==> config.mk <==
export PLATFORM = sky130hd
export DESIGN_NAME = lpi_table_regs
export DESIGN_NICKNAME = d
export VERILOG_FILES = /design/src/rtl/lpi_regs_pkg.sv /design/src/rtl/lpi_attr_sanitizer.sv /design/src/rtl/lpi_base_reg.sv /design/src/rtl/lpi_id_word.sv /design/src/rtl/lpi_table_regs.sv
export SDC_FILE = /design/constraint.sdc
export NUM_CORES = 1
export LEC_CHECK = 0
export BUFFER_PORTS_ARGS = -buffer_cell sky130_fd_sc_hd__buf_4
export CORE_ASPECT_RATIO = 1.5
export CORE_MARGIN = 4
export CORE_UTILIZATION = 38
export CTS_CLUSTER_DIAMETER = 120
export DETAILED_ROUTE_END_ITERATION = 8
export PLACE_DENSITY = 0.71
export SYNTH_ARGS = -nofsm -noshare
export SYNTH_HDL_FRONTEND = slang
export SYNTH_SLANG_ARGS = --single-unit
==> constraint.sdc <==
create_clock -name clk -period 3.15 [get_ports clk]
set_input_delay 0 -clock clk [delete_from_list [all_inputs] [get_ports clk]]
set_output_delay 0 -clock clk [all_outputs]
set_load 0.02 [all_outputs]
==> src/rtl/lpi_regs_pkg.sv <==
package lpi_regs_pkg;
   localparam int REG_W = 64;

   // attribute field low bit positions
   localparam int SH_LO = 10;
   localparam int IC_LO = 7;
   localparam int OC_LO = 56;

   localparam logic [1:0] SH_OUTER = 2'd2;
   localparam logic [1:0] SH_INNER = 2'd1;

   localparam logic [2:0] CA_DEVICE = 3'd0;
   localparam logic [2:0] CA_NONC   = 3'd1;
   localparam logic [2:0] CA_RAWB   = 3'd3;

   // bits forced to zero on store
   localparam logic [REG_W-1:0] PROP_RSVD = 64'hF8FF_0000_0000_0060;
   localparam logic [REG_W-1:0] PEND_RSVD = 64'hB8FF_0000_0000_F07F;

   // identification word layout
   localparam int ID_LPI_BIT  = 0;
   localparam int ID_LAST_BIT = 4;
   localparam int ID_NUM_LO   = 8;
   localparam int ID_AFF_LO   = 32;

   typedef enum logic [1:0] {
      SEL_CTL  = 2'd0,
      SEL_ID   = 2'd1,
      SEL_PROP = 2'd2,
      SEL_PEND = 2'd3
   } reg_sel_e;
endpackage

==> src/rtl/lpi_attr_sanitizer.sv <==
module lpi_attr_sanitizer
   import lpi_regs_pkg::*;
#(
   parameter bit PEND_VARIANT = 1'b0
) (
   input  logic [REG_W-1:0] raw,
   output logic [REG_W-1:0] clean
);
   logic [REG_W-1:0] rsvd;

   generate
      if (PEND_VARIANT) begin : g_pend
         assign rsvd = PEND_RSVD;
      end else begin : g_prop
         assign rsvd = PROP_RSVD;
      end
   endgenerate

   logic [1:0] sh_in, sh_out;
   logic [2:0] ic_in, ic_out;
   logic [2:0] oc_in, oc_out;

   assign sh_in = raw[SH_LO +: 2];
   assign ic_in = raw[IC_LO +: 3];
   assign oc_in = raw[OC_LO +: 3];

   always_comb begin
      sh_out = (sh_in == SH_OUTER) ? SH_INNER : sh_in;
      ic_out = ((ic_in == CA_DEVICE) || (ic_in == CA_NONC)) ? CA_RAWB : ic_in;
      oc_out = ((oc_in == CA_DEVICE) || (oc_in == CA_NONC)) ? oc_in : CA_NONC;
   end

   always_comb begin
      clean = raw;
      clean[SH_LO +: 2] = sh_out;
      clean[IC_LO +: 3] = ic_out;
      clean[OC_LO +: 3] = oc_out;
      clean = clean & ~rsvd;
   end
endmodule

==> src/rtl/lpi_base_reg.sv <==
module lpi_base_reg
   import lpi_regs_pkg::*;
#(
   parameter bit PEND_VARIANT = 1'b0
) (
   input  logic             clk,
   input  logic             rst_n,
   input  logic             wr_en,
   input  logic             wr_wide,
   input  logic             hi_sel,
   input  logic [REG_W-1:0] wdata,
   input  logic             freeze,
   output logic [REG_W-1:0] q
);
   localparam int HALF = REG_W / 2;

   logic [REG_W-1:0] merged, cleaned;
   logic             take;

   always_comb begin
      if (wr_wide)
         merged = wdata;
      else if (hi_sel)
         merged = {wdata[HALF-1:0], q[HALF-1:0]};
      else
         merged = {q[REG_W-1:HALF], wdata[HALF-1:0]};
   end

   lpi_attr_sanitizer #(.PEND_VARIANT(PEND_VARIANT)) i_san (
      .raw   (merged),
      .clean (cleaned)
   );

   assign take = wr_en && !freeze;

   always_ff @(posedge clk or negedge rst_n) begin
      if (!rst_n) q <= '0;
      else if (take) q <= cleaned;
   end


   frozen_base_chk: assert property (@(posedge clk) disable iff (!rst_n)
      freeze |=> $stable(q));


   inner_legal_chk: assert property (@(posedge clk) disable iff (!rst_n)
      take |=> (q[IC_LO +: 3] >= 3'd2));


   share_legal_chk: assert property (@(posedge clk) disable iff (!rst_n)
      q[SH_LO +: 2] != SH_OUTER);


   outer_legal_chk: assert property (@(posedge clk) disable iff (!rst_n)
      q[OC_LO +: 3] <= CA_NONC);

   generate
      if (PEND_VARIANT) begin : g_chk_pend

         pend_rsvd_chk: assert property (@(posedge clk) disable iff (!rst_n)
            (q & PEND_RSVD) == '0);
      end else begin : g_chk_prop

         prop_rsvd_chk: assert property (@(posedge clk) disable iff (!rst_n)
            (q & PROP_RSVD) == '0);
      end
   endgenerate
endmodule

==> src/rtl/lpi_id_word.sv <==
module lpi_id_word
   import lpi_regs_pkg::*;
#(
   parameter int AFF_W = 24,
   parameter int CPU_W = 16
) (
   input  logic [AFF_W-1:0] cpu_aff,
   input  logic [CPU_W-1:0] cpu_num,
   input  logic [CPU_W-1:0] last_num,
   input  logic             lpis_present,
   output logic [REG_W-1:0] id_word
);
   always_comb begin
      id_word = '0;
      id_word[ID_AFF_LO +: AFF_W] = cpu_aff;
      id_word[ID_NUM_LO +: CPU_W] = cpu_num;
      id_word[ID_LAST_BIT]        = (cpu_num == last_num);
      id_word[ID_LPI_BIT]         = lpis_present;
   end
endmodule

==> src/rtl/lpi_table_regs.sv <==
module lpi_table_regs
   import lpi_regs_pkg::*;
#(
   parameter int ADDR_W = 3,
   parameter int AFF_W  = 24,
   parameter int CPU_W  = 16
) (
   input  logic              clk,
   input  logic              rst_n,
   input  logic              wr_en,
   input  logic              wr_wide,
   input  logic [ADDR_W-1:0] addr,
   input  logic [REG_W-1:0]  wdata,
   input  logic              lpis_present,
   input  logic [AFF_W-1:0]  cpu_aff,
   input  logic [CPU_W-1:0]  cpu_num,
   input  logic [CPU_W-1:0]  last_num,
   output logic [REG_W-1:0]  rdata,
   output logic              lpi_enabled,
   output logic              lpi_enable_pulse,
   output logic [REG_W-1:0]  prop_base,
   output logic [REG_W-1:0]  pend_base
);
   localparam int SEL_LO = 1;

   generate
      if (ADDR_W < 3) begin : g_bad_addr
         $error("ADDR_W must be at least 3");
      end
      if (AFF_W < 1 || AFF_W > 24) begin : g_bad_aff
         $error("AFF_W must be 1..24");
      end
      if (CPU_W < 1 || CPU_W > 16) begin : g_bad_cpu
         $error("CPU_W must be 1..16");
      end
   endgenerate

   logic     hit;
   reg_sel_e sel;
   logic     hi_sel;

   generate
      if (ADDR_W > 3) begin : g_wide_addr
         assign hit = (addr[ADDR_W-1:3] == '0);
      end else begin : g_exact_addr
         assign hit = 1'b1;
      end
   endgenerate

   assign sel    = reg_sel_e'(addr[SEL_LO +: 2]);
   assign hi_sel = addr[0];

   logic wr_prop, wr_pend, wr_ctl;
   assign wr_prop = wr_en && hit && (sel == SEL_PROP);
   assign wr_pend = wr_en && hit && (sel == SEL_PEND);
   assign wr_ctl  = wr_en && hit && (sel == SEL_CTL) && (wr_wide || !hi_sel);

   lpi_base_reg #(.PEND_VARIANT(1'b0)) i_prop (
      .clk     (clk),
      .rst_n   (rst_n),
      .wr_en   (wr_prop),
      .wr_wide (wr_wide),
      .hi_sel  (hi_sel),
      .wdata   (wdata),
      .freeze  (lpi_enabled),
      .q       (prop_base)
   );

   lpi_base_reg #(.PEND_VARIANT(1'b1)) i_pend (
      .clk     (clk),
      .rst_n   (rst_n),
      .wr_en   (wr_pend),
      .wr_wide (wr_wide),
      .hi_sel  (hi_sel),
      .wdata   (wdata),
      .freeze  (lpi_enabled),
      .q       (pend_base)
   );

   logic [REG_W-1:0] id_word;

   lpi_id_word #(.AFF_W(AFF_W), .CPU_W(CPU_W)) i_id (
      .cpu_aff      (cpu_aff),
      .cpu_num      (cpu_num),
      .last_num     (last_num),
      .lpis_present (lpis_present),
      .id_word      (id_word)
   );

   logic ctl_load;
   assign ctl_load = wr_ctl && lpis_present;

   always_ff @(posedge clk or negedge rst_n) begin
      if (!rst_n) begin
         lpi_enabled      <= 1'b0;
         lpi_enable_pulse <= 1'b0;
      end else begin
         if (ctl_load) lpi_enabled <= wdata[0];
         lpi_enable_pulse <= ctl_load && wdata[0] && !lpi_enabled;
      end
   end

   always_comb begin
      rdata = '0;
      if (hit) begin
         unique case (sel)
            SEL_CTL:  rdata[0] = lpi_enabled;
            SEL_ID:   rdata = id_word;
            SEL_PROP: rdata = prop_base;
            SEL_PEND: rdata = pend_base;
         endcase
      end
   end


   pulse_edge_chk: assert property (@(posedge clk) disable iff (!rst_n)
      lpi_enable_pulse |-> (lpi_enabled && !$past(lpi_enabled)));


   pulse_single_chk: assert property (@(posedge clk) disable iff (!rst_n)
      lpi_enable_pulse |=> !lpi_enable_pulse);


   strap_gate_chk: assert property (@(posedge clk) disable iff (!rst_n)
      $rose(lpi_enabled) |-> $past(lpis_present));
endmodule

Yosys cells after proc, flatten, opt, wreduce, memory -nomap -nowiden:

Index checks and enable logic that the tools add are counted.

* register bits after elaboration: 92
* bits in latches: 0
* bits in writable memories: 0
* bits in read-only memories: 0
* bits of input ports: 128
* output and inout bits: 194
* logic and storage cells: 57
* memories kept: 0

* $add $sub $neg: 0
* multipliers: 0
* divide/modulo/power cells: 0
* $lt $le $gt $ge: 0
* eq/ne operators: 11
* shifts and indexed selects: 0
* multiplexer cells: 12
* bitwise operators: 0
* reductions and logical operators: 26

Operator list (number)
* case mux 62 bit (3 select lines): 1
* two-way mux 63 bit: 2
* two-way mux 59 bit: 2
* equality test 16 bit: 1
* equality test 3 x 1 -> 1 bit (second input constant): 4
* logical NOT 3 bit: 4
* two-way mux 3 bit: 4
* logical AND 1 bit: 9
* equality test 2 bit (second input constant): 4
* AND reduction 2 bit: 4
* logical OR 1 bit: 5
* two-way mux 2 bit: 2
* case mux 1 bit (4 select lines): 1
* equality test 2 x 1 -> 1 bit (second input constant): 1
* logical NOT 1 bit: 2
* logical NOT 2 bit: 1
* != test 2 bit (second input constant): 1
* nonzero test 2 bit: 1

Depth between registers and ports, before layout:

* word-level depth: 6
* mapped depth: 6
* gate-level depth less buffers: 4

By module:

A second synthesis with hierarchy kept.

* cells, all modules: 935
* area, all modules: 10428.8 µm²

Modules (own cells, without submodules)
* lpi_base_reg: times used 2, cells an instance 280, area an instance 3593.4 µm², sequential area each 1601.5 µm²
* lpi_table_regs: times used 1, cells an instance 160, area an instance 1636.6 µm², sequential area each 50.0 µm²
* lpi_attr_sanitizer: times used 2, cells an instance 65, area an instance 475.5 µm², sequential area each 0.0 µm²
* lpi_id_word: times used 1, cells an instance 85, area an instance 654.4 µm², sequential area each 0.0 µm²

Least setup slack after synthesis:

OpenSTA, ideal clock, no wires.

* path type: flip-flop to flip-flop
* from: register lpi_enabled
* to: register i_pend.q[17]
* arrival time: 1.397 ns
* slack: 1.628 ns
* stages on the path, launching flop included: 6
* period minus slack after synthesis: 1.522 ns
* cell sequence: dfrtp_1 and4b_1 buf_4 nand2_2 buf_6 mux2_4

* cells in the longest elaborated chain, start to end: 3

RTL lines
* start: declaration: line lpi_table_regs.sv:19 `output logic lpi_enabled,`
* start signal: assignment: line lpi_table_regs.sv:98 `if (ctl_load) lpi_enabled <= wdata[0];`
* logical NOT 1 bit: line lpi_base_reg.sv:34 `assign take = wr_en && !freeze;`
* logical AND 1 bit: line lpi_base_reg.sv:34
* AND reduction 2 bit (no line)
* end signal: assignment: line lpi_base_reg.sv:38 `else if (take) q <= cleaned;`
* end: declaration: line lpi_base_reg.sv:13 `output logic [REG_W-1:0] q`

No other way between the ends.
A chain may end at the register's enable or synchronous reset.

Worst setup path in the final report:

* from: input port addr[2]
* to: register i_prop.q[47]

* cells in the longest elaborated chain, start to end: 4

RTL lines
* start: declaration: line lpi_table_regs.sv:12 `input logic [ADDR_W-1:0] addr,`
* equality test 2 bit: line lpi_table_regs.sv:54 `assign wr_prop = wr_en && hit && (sel == SEL_PROP);`
* logical AND 1 bit: line lpi_table_regs.sv:54
* logical AND 1 bit: line lpi_base_reg.sv:34
* AND reduction 2 bit (no line)
* end signal: assignment: line lpi_base_reg.sv:38
* end: declaration: line lpi_base_reg.sv:13

No other way between the ends.

==> reports/qor.csv <==
stage,metric,value,unit
status,status,"finished, final reports clean",
timing,rsz0062_at_grt,no,
grt,grt_max_degree,86,
logic_synthesis,synth.distinct_cells,45,
pwr,p_total,4.82,mW
floorplanning,fp-row-count,54,
logic_synthesis,yosys_warnings,0,
pwr,p_sw_share,36.7,%
clock_network,clkLatencyLatePin,0.34,ns
logic_synthesis,synth_compound_area_share,18.0,%
critical_path,slowest_stage,nor2b_4,
logic_synthesis,syn_inst,503,
floorplanning,core,14500,um2
clock_network,numCtsBuffers,9,
logic_synthesis,ys.flop_type,dfrtp_1,
logic_synthesis,synth_area,5620,um2
floorplanning,start_util,38.7,%
finish,area_delta_synth_final,46.9,%
critical_path,crit_path_max_incr_delay,0.62,ns
logic_synthesis,synth_seq_area_share,41.0,%
pwr,p_per_area,584,nW/um2
drt,drt_iter0_markers,211,
drt,routed_wirelength,20100,um
pwr,p_leak,4.04,nW
critical_path,worst_setup_path_end_kind,flop,
finish,final_nets,920,
logic_synthesis,async_reset_ff_share,100,%
timing,finClkSkew,0.00654,ns
logic_synthesis,yosys.area_share.adder,0,%
drt,drt_pass1_iterations,4,
critical_path,cp_num_buf_inv,2,
logic_synthesis,synth_top_family_by_area,multiplexers,
finish,layout_commonest_cell,buf_4,
logic_synthesis,synth_edf_count,0,
grt,antenna_found_initial,0,
pwr,ir_drop,268,uV
critical_path,crit_path_start_kind,primary input,
critical_path,critical_path_class,primary input to flop,
job,drv_cap,0,
timing,fin_crit_sh,76.8,%
logic_synthesis,muxShareOfSynthArea,19.0,%
critical_path,cp.required,3.37,ns
grt,grt-ovfl-total,0,
timing,fin_setup_tns,0,ns
clock_network,ctsHtreeMaxLevel,3,
pwr,pwr-share-comb,43.1,%
timing,setup_viol_count_final,0,
logic_synthesis,synth-simple-area-share,9.24,%
drt,wl_per_cell,20.3,um
critical_path,cp_data_arrival_time,2.64,ns
logic_synthesis,avgSynthCellArea,11.2,um2
placed_design,dp_hpwl,14100,um
critical_path,critPathTopFamily,simple AND/OR/NAND/NOR gates,
placed_design,routabilityCongestion,0.822,
drt,drc,0,
clock_network,cts_setup_buffers,0,
critical_path,crit_chain,"buf_4, nor2b_4, nand2_1, a22oi_1, o21ai_0, dlygate4sd3_1",
logic_synthesis,yosysTopAreaCellShare,41.0,%
finish,layout_common_cells,"buf_4 (270), dfrtp_1 (92), a22o_1 (49)",
timing,max-slew-margin-rel,25.7,%
floorplanning,io_pins,322,
drt,ant_nets,0,
grt,grt_pass1_vias,5466,
logic_synthesis,yosys.area_share.xor_xnor,2.49,%
clock_network,root_buffer,clkbuf_16,
floorplanning,dieHeight,157,um
critical_path,crit_fanout,49,
finish,layout-drive-gt1-share,45.0,%
pwr,internal_power,3.05,mW
pwr,p_switching,1.77,mW
logic_synthesis,synth-seq-cells,92,
timing,worst_pin_slew,1.11,ns
finish,num_antenna_cells,0,
pwr,p_seq_share,36.0,%
pwr,p_clk_share,20.9,%
clock_network,path_clk_slew,0.06,ns
logic_synthesis,synthTopCellsByArea,"dfrtp_1 (41%), mux2_4 (11%), a22o_1 (7.6%)",
placed_design,portBuffers,265,
logic_synthesis,synth_top_area_cell,dfrtp_1,
hold_path,hp-class,primary input to flop,
drt,vias_per_cell,5.26,
clock_network,cts_sinks,92,
timing,drv_slew,0,
timing,period_needed,2.42,ns
drt,vias,5225,
floorplanning,die_w,107,um
timing,final-hold-violation-count,0,
floorplanning,dieArea,16800,um2
clock_network,cts_max_path_buffers,2,
timing,max_freq,413,MHz
grt,track_usage,22.7,%
grt,grt_pass1_wl,29800,um
clock_network,cts_tree,yes,
## tightest hold or removal path: stages
cell and delay (ns):
buf_4 0.08, inv_1 0.07, o21ai_0 0.15
## layout make-up
cell class              instances  area (um2)
clock buffers                  13         250
well taps                     196         245
clock inverters                 3        22.5
fillers                      1219        6270
flip-flops and latches         92        2300
repair buffers                318        2510
inverters                       3        11.3
multi-input cells             368        2910
## synthesized netlist by cell type (10+ instances only)
cell and instances:
mux2i_1 13, nor2b_1 39, buf_4 46, and2_1 12
a22o_1 49, a31oi_1 21, a21oi_1 10, o21ai_0 26
buf_2 22, a22oi_1 21, dfrtp_1 92, mux2_2 29
xnor2_1 16, mux2_4 40
## logic make-up after synthesis
logic type | count (synthesis)
AO/OA/AOI/OAI | 142
flip-flops | 92
buffers and inverters | 86
multiplexers | 83
AND/OR/NAND/NOR | 83
XOR/XNOR | 16
other | 1
## registers in the layout (all words and copies together) (netlist names)
register / cells
lpi_enabled: 1
lpi_enable_pulse: 1
i_prop.q: 49
i_pend.q: 41
## final timing paths
check / to / from / slack, ns / cells past startpoint
setup / recovery: i_prop.q[47] / addr[2] / 0.73 / 6
hold / removal: i_pend.q[9] / wdata[9] / 0.02 / 3
setup reg to reg: i_prop.q[47] / lpi_enabled / 0.73 / 6
hold reg to reg: i_prop.q[2] / i_prop.q[2] / 0.54 / 1
max in group asynchronous: i_pend.q[25] / rst_n / 1.97 / 3
min in group asynchronous: i_prop.q[18] / rst_n / 0.40 / 2
## stage by stage
step           instance area [um2]  instances  hold WS [ns]  util, %  worst slack, ns
5_1_grt                       8250        993        0.0291     56.8            0.423
4_1_cts                       8250        993     0.0000320     56.8            0.735
2_1_floorplan                 5780        546        -0.296        -             1.63
3_3_place_gp                  7500        929         0.233     51.6            0.959
3_5_place_dp                  7500        929         0.242     51.6            0.905
6_report                      8250        993        0.0168     56.8            0.730
## power by group through the flow
stage | combinational (mW) | sequential (mW) | clock (mW)
floorplan | 0.869 | 2.00 | 0
global placement | 1.97 | 1.74 | 0
detailed placement | 2.01 | 1.75 | 0
CTS | 2.08 | 1.73 | 1.03
global route | 2.20 | 1.77 | 1.08
finish | 2.08 | 1.74 | 1.01
## routing by layer
layer / part of all wire (%) / global-route usage [%] / vias to the layer above
met1: 36 / 25.1 / 2623
met4: 2.9 / 9.57 / 0
met3: 6.4 / 3.86 / 36
met2: 55 / 42.2 / 235
li1: - / - / 2331
met5: 0 / 0 / -
## repair_timing
item	CTS	global route
endpoints found under the hold margin	155	0
gates resized for setup	0	0
hold buffers	48	0
(Power assumes the default switching activity.)
